### src/rtl/sadd_pkg.sv
package sadd_pkg;

  localparam int unsigned SADD_LANES_DEFAULT = 3;

  // Majority of three bits: the carry rule of a full adder.
  function automatic logic sadd_majority(input logic x, input logic y, input logic z);
    return (x & y) | (x & z) | (y & z);
  endfunction

endpackage

### src/rtl/sadd_full_add.sv
module sadd_full_add
  import sadd_pkg::*;
(
  input  logic op_x,
  input  logic op_y,
  input  logic cin,
  output logic sum_raw,
  output logic cout
);

  always_comb begin
    sum_raw = op_x ^ op_y ^ cin;
    cout    = sadd_majority(op_x, op_y, cin);
  end

endmodule

### src/rtl/sadd_carry_reg.sv
module sadd_carry_reg (
  input  logic clk,
  input  logic rst_n,
  input  logic clr,
  input  logic carry_d,
  output logic carry_q
);

  always_ff @(posedge clk or negedge rst_n) begin
    if (!rst_n)   carry_q <= 1'b0;
    else if (clr) carry_q <= 1'b0;
    else          carry_q <= carry_d;
  end

  // Clear wins over any incoming carry.
  assert_clear_wins_R5: assert property (@(posedge clk) disable iff (!rst_n)
    clr |=> (carry_q == 1'b0));

  // Stored carry is zero whenever reset is held.
  assert_reset_zero_R6: assert property (@(posedge clk)
    !rst_n |-> (carry_q == 1'b0));

endmodule

### src/rtl/sadd_lane.sv
module sadd_lane
  import sadd_pkg::*;
(
  input  logic clk,
  input  logic rst_n,
  input  logic carry_clr,
  input  logic a_i,
  input  logic b_i,
  input  logic inv_i,
  output logic sum_o,
  output logic carry_o
);

  logic carry_q;
  logic carry_next;
  logic sum_plain;

  sadd_full_add u_fa (
    .op_x    (a_i),
    .op_y    (b_i),
    .cin     (carry_q),
    .sum_raw (sum_plain),
    .cout    (carry_next)
  );

  sadd_carry_reg u_creg (
    .clk     (clk),
    .rst_n   (rst_n),
    .clr     (carry_clr),
    .carry_d (carry_next),
    .carry_q (carry_q)
  );

  // Invert acts on the output only; carry_next is taken before it.
  assign sum_o   = sum_plain ^ inv_i;
  assign carry_o = carry_q;

  // Output relation across the adder cell and the invert stage.
  assert_sum_relation_R2: assert property (@(posedge clk) disable iff (!rst_n)
    ((sum_o ^ inv_i) == (a_i ^ b_i ^ carry_q)));

  // Carry follows majority regardless of the invert control.
  assert_carry_majority_R4: assert property (@(posedge clk) disable iff (!rst_n)
    !carry_clr |=> (carry_q == sadd_majority($past(a_i), $past(b_i), $past(carry_q))));

endmodule

### src/rtl/serial_adder_trio.sv
module serial_adder_trio
  import sadd_pkg::*;
#(
  parameter int unsigned LANES = SADD_LANES_DEFAULT
) (
  input  logic             clk,
  input  logic             rst_n,
  input  logic             carry_clr,
  input  logic [LANES-1:0] a_in,
  input  logic [LANES-1:0] b_in,
  input  logic [LANES-1:0] inv_in,
  output logic [LANES-1:0] sum_out,
  output logic [LANES-1:0] carry_out
);

  generate
    for (genvar g = 0; g < LANES; g++) begin : g_lane
      sadd_lane u_lane (
        .clk       (clk),
        .rst_n     (rst_n),
        .carry_clr (carry_clr),
        .a_i       (a_in[g]),
        .b_i       (b_in[g]),
        .inv_i     (inv_in[g]),
        .sum_o     (sum_out[g]),
        .carry_o   (carry_out[g])
      );
    end
  endgenerate

  // Shared clear reaches every lane at the same edge.
  assert_all_cleared_R1: assert property (@(posedge clk) disable iff (!rst_n)
    carry_clr |=> (carry_out == '0));

endmodule

### config.mk
export PLATFORM = sky130hd
export DESIGN_NAME = serial_adder_trio
export DESIGN_NICKNAME = d
export VERILOG_FILES = /design/src/rtl/sadd_pkg.sv /design/src/rtl/sadd_full_add.sv /design/src/rtl/sadd_carry_reg.sv /design/src/rtl/sadd_lane.sv /design/src/rtl/serial_adder_trio.sv
export SDC_FILE = /design/constraint.sdc
export NUM_CORES = 1
export LEC_CHECK = 0
export ABC_AREA = 1
export BUFFER_PORTS_ARGS = -buffer_cell sky130_fd_sc_hd__clkbuf_2
export CAP_MARGIN = 10
export CORE_AREA = 5 5 42 44
export CTS_BUF_LIST = sky130_fd_sc_hd__clkbuf_8
export CTS_CLUSTER_SIZE = 12
export DETAILED_ROUTE_END_ITERATION = 7
export DIE_AREA = 0 0 47 49
export PLACE_DENSITY = 0.5
export SLEW_MARGIN = 20
export SYNTH_ARGS = -nofsm -noshare
export SYNTH_HDL_FRONTEND = slang
export SYNTH_SLANG_ARGS = --single-unit
### constraint.sdc
create_clock -name clk -period 1.7 [get_ports clk]
set_input_delay 0.255 -clock clk [delete_from_list [all_inputs] [get_ports clk]]
set_output_delay 0.255 -clock clk [all_outputs]
set_load 0.01 [all_outputs]
# == After elaboration in Yosys (flattened, before gate mapping) ==
# Cells that the tools add are included.
# word_totals
mem_count,0
romBits,0
output_inout_bits,6
ramBits,0
reg_bits,3
latch_bits,0
wordCells,30
# classes
div_mod_pow,0
reduce_logical,0
multipliers,0
add_sub_neg,0
bitwise,24
shift,0
eq_ne,0
order_cmp,0
mux,3
# op_table
op,n
AND 1 bit,9
bitwise XOR 1 bit,9
bitwise OR 1 bit,6
2-to-1 mux 1 bit,3

# == Longest topological paths before layout ==
# depth
depth_word,4
ltp_mapped,6
ltp_nobuf,5

# == Cells and area by module ==
# Synthesis repeated with hierarchy kept, for this count alone.
# hier_totals
hier_cells,27
hier_area_um2,221.5
# by_module_without_submodules
mod,cells_each,instances,seq_area_each_um2,area_each_um2
sadd_carry_reg,3,3,25.0,35.0
sadd_full_add,1,3,0.0,20.0
sadd_lane,5,3,0.0,18.8

# == Worst setup path after synthesis ==
# Ideal clock, no wire load.
# synth_timing
kind,register -> output
start,register g_lane[1].u_lane.u_creg.carry_q
end,output sum_out[1]
required_ns,1.445
stages_incl_launch_ff,7
setup_slack_ns,0.341
path_buffers,1
arrival_ns,1.104
path_cell_list,dfrtp_1 inv_1 fa_1 inv_1 nand2_1 nand2_1 buf_4
# synth_via
elab_chain_cells,2
# synth_rtl
item,line,source
start: declaration,sadd_carry_reg.sv:6,output logic carry_q
start signal: assignment,sadd_carry_reg.sv:12,else carry_q <= carry_d;
bitwise XOR 1 bit,sadd_full_add.sv:12,sum_raw = op_x ^ op_y ^ cin;
bitwise XOR 1 bit,sadd_lane.sv:35,assign sum_o = sum_plain ^ inv_i;
end: declaration,serial_adder_trio.sv:12,"output logic [LANES-1:0] sum_out,"
# Every way passes these cells.

# == Worst setup path in the final report ==
# layout_timing
start,register g_lane[0].u_lane.u_creg.carry_q
end,output sum_out[0]
# layout_via
elab_chain_cells,2
# layout_rtl
item,line
start: declaration,sadd_carry_reg.sv:6
start signal: assignment,sadd_carry_reg.sv:12
bitwise XOR 1 bit,sadd_full_add.sv:12
bitwise XOR 1 bit,sadd_lane.sv:35
# Every way passes these cells.

==> results_dict.tcl <==
set metrics [dict create \
    htreeDepth 1 \
    synth-edff-count 0 \
    floorplan.die.height_um 49 \
    power-per-cell-area_nw_per_um2 887 \
    post-route-drc-count 0 \
    dominant_combinational_cell_family_by_area_after_synthesis "buffers and inverters" \
    timing.hold.worst_path_depth 2 \
    timing_hold_violations_final 0 \
    ys_seq_elements 3 \
    layout.cell_area.non_filler_um2 404 \
    ant_nets 0 \
    type_of_element_launching_the_critical_path "register" \
    via_count 252 \
    r2r_end "g_lane[2].u_lane.u_creg.carry_q" \
    floorplan.rows 14 \
    design.core.area_um2 1400 \
    wl_per_cell_um 7.01 \
    firstDrtPassIters 1 \
    cts_buffers 3 \
    largest_register_ffs 3 \
    worst_ep_arrival_time_ns 1.35 \
    largest_register "g_lane.u_lane.u_creg.carry_q" \
    num-fill-cells 154 \
    global_route.usage.total_pct 5.59 \
    n_antenna_cell 0 \
    yosysWarnings 0 \
    synthTopCellsByArea "sky130_fd_sc_hd__dfrtp_1 (27%), sky130_fd_sc_hd__fa_1 (21%), sky130_fd_sc_hd__inv_1 (20%)" \
    cts-root-buf "sky130_fd_sc_hd__clkbuf_8" \
    critPathKind "reg2out" \
    synth_cells 39 \
    yosys_most_used_dff "sky130_fd_sc_hd__dfrtp_1" \
    syn2layout_area_growth_pct 43.6 \
    synth_xor_area_share_pct 0 \
    synth-seq-area-share_pct 26.7 \
    hold-path-endpoint "g_lane[1].u_lane.u_creg.carry_q" \
    grt_antenna_before_repair 0 \
    biggestRegsByFlops "g_lane.u_lane.u_creg.carry_q x3" \
    reg2reg_from "g_lane[2].u_lane.u_creg.carry_q" \
    max_clock_freq_mhz 623 \
    detailed_place.area_um2 342 \
    tritoncts_clock_tree "yes" \
    post_synthesis_adder_cell_area_fraction_pct 21.3 \
    synth-async-reset-ratio_pct 100 \
    finalWeightedCongestion 0.649 \
    cts.sink_count 3 \
    finalSetupViolations 0 \
    number_of_violations_reported_at_the_end_of_detailed_routing_iteration_0 0 \
    max_cap_viol_count 0 \
    maximum_net_fanout_on_the_critical_path 2 \
    dpl_worst_slack_ns 0.239 \
    num-nets-final 72 \
    die_width_um 47 \
    finalCriticalPeriod_ns 1.61 \
    post_synth_and_or_nand_nor_area_fraction_pct 16.0 \
    synth_most_common_cell "sky130_fd_sc_hd__inv_1" \
    r2r_cells 3 \
    grt_max_degree 4 \
    yosys.area.top_type "sky130_fd_sc_hd__dfrtp_1" \
    netlist_top_cells_count "sky130_fd_sc_hd__inv_1 (15), sky130_fd_sc_hd__nand2_1 (9), sky130_fd_sc_hd__buf_4 (6)" \
    postSynthNetCount 54 \
    fin_ws_ns 0.0937 \
    number_of_port_buffers 17 \
    mean_syn_cell_area_um2 7.22 \
    via_per_inst 3.50 \
    final_wl_um 505 \
    worst_setup_path_end_kind "output pin" \
    die_outline_area_um2 2300 \
    worstHoldPathType "in2reg" \
    initial_utilization_pct 20.1 \
    final_core_utilization_pct 28.8 \
    boundaryPins 18 \
    syn-cell-area_um2 282 \
    grt_pass1_vias 269 \
    worstHoldStart "carry_clr" \
    setup_total_negative_slack_ns 0 \
    worst-slew-pin-transition_ns 0.0944 \
    share_of_post_route_cells_with_drive_strength_above_1_pct 37.5 \
    synth_top_cell_area_share_pct 26.7 \
    rrSetupSlack_ns 0.78 \
    post_route_clock_period_utilization_pct 94.5 \
    synth_compound_gate_area_share_pct 0 \
    timing.critical_path.required_ns 1.44 \
    dp_hpwl_um 461 \
    yosysUniqueCellTypes 6 \
    maxSlewViolCount 0 \
    unrepaired_setup_endpoints_after_global_routing "yes" \
    status "completed" \
    fin_worst_hold_slack_ns 0.227 \
    clk_skew_ns 0 \
    worst_slew_margin_relative_to_its_limit_pct 93.7 \
    grt_first_pass_wirelength_um 903 \
    worst_skew_pair_latency_ns 0.21 \
    leakagePower_nw 0.269 \
    post_synth_mux_area_share_pct 0 \
    cts.path.max_buffers 2 \
    global_route.overflow_total 0 \
    clk_pin_slew_worst_paths_ns 0.03 \
    peakVddDrop_mv 0.568 \
]
==> report_power, final <==
part           internal (W)  leakage [nW]  switching (W)
Sequential        0.0000760        0.0398     0.00000187
Combinational     0.0000393         0.202      0.0000422
Clock              0.000154        0.0269      0.0000455
Total              0.000269         0.269      0.0000896
==> cell usage in the layout, fill, tap and decap left out, drive strengths merged <==
cell type     n
buf           2
clkbuf       19
dfrtp         3
dlygate4sd3   1
fa            3
inv          16
nand2         9
nor2          3
==> final cells by class <==
type                       instances  area [um2]  area share, %
multi-input combinational         15         105           26.0
inverter                          15        56.3           13.9
clock inverter                     1        3.75          0.929
sequential                         3        75.1           18.6
timing repair buffer              19         103           25.4
tap                               16        20.0           4.95
clock buffer                       3        41.3           10.2
==> how the worst max path moves through the flow <==
stage / startpoint / end / slack (ns) / depth (start not counted)
2_1_floorplan: g_lane[1].u_lane.u_creg.carry_q / sum_out[1] / 0.34 / 6
3_3_place_gp: a_in[1] / sum_out[1] / 0.25 / 7
3_5_place_dp: a_in[1] / sum_out[1] / 0.24 / 7
6_report: g_lane[0].u_lane.u_creg.carry_q / sum_out[0] / 0.09 / 6
5_1_grt: g_lane[1].u_lane.u_creg.carry_q / sum_out[1] / -0.03 / 6
4_1_cts: g_lane[0].u_lane.u_creg.carry_q / sum_out[0] / 0.07 / 6
==> timing repair <==
item,in CTS,in global routing
buffers inserted,0,1
gates resized for setup,0,1
hold buffers,1,0
endpoints found under the hold margin,3,0
setup endpoints to repair,0,2
==> logic make-up after synthesis <==
kind of cell / Yosys count
buf+inv: 21
flops: 3
fa+ha+maj: 3
simple gates: 12
==> worst max-delay path: stages (launching register included) <==
cell and delay, ns:
sky130_fd_sc_hd__dfrtp_1 0.34, sky130_fd_sc_hd__inv_1 0.05, sky130_fd_sc_hd__fa_1 0.49, sky130_fd_sc_hd__inv_1 0.04, sky130_fd_sc_hd__nand2_1 0.05, sky130_fd_sc_hd__nand2_1 0.04
sky130_fd_sc_hd__buf_2 0.13
==> per-stage QoR <==
step,total power [W],std cells
finish,0.000358,72
global route,0.000390,72
CTS,0.000364,71
detailed placement,0.000159,66
global placement,0.000156,66
floorplan,0.000144,39
==> per-layer routing <==
metal	global-route usage [%]	vias to the layer above	part of all wire, %
met5	0	-	0
met4	4.15	0	1.6
met3	3.69	2	17
met2	8.37	14	50
met1	5.12	105	31
li1	-	131	-
Power figures use the tool's default switching activity.
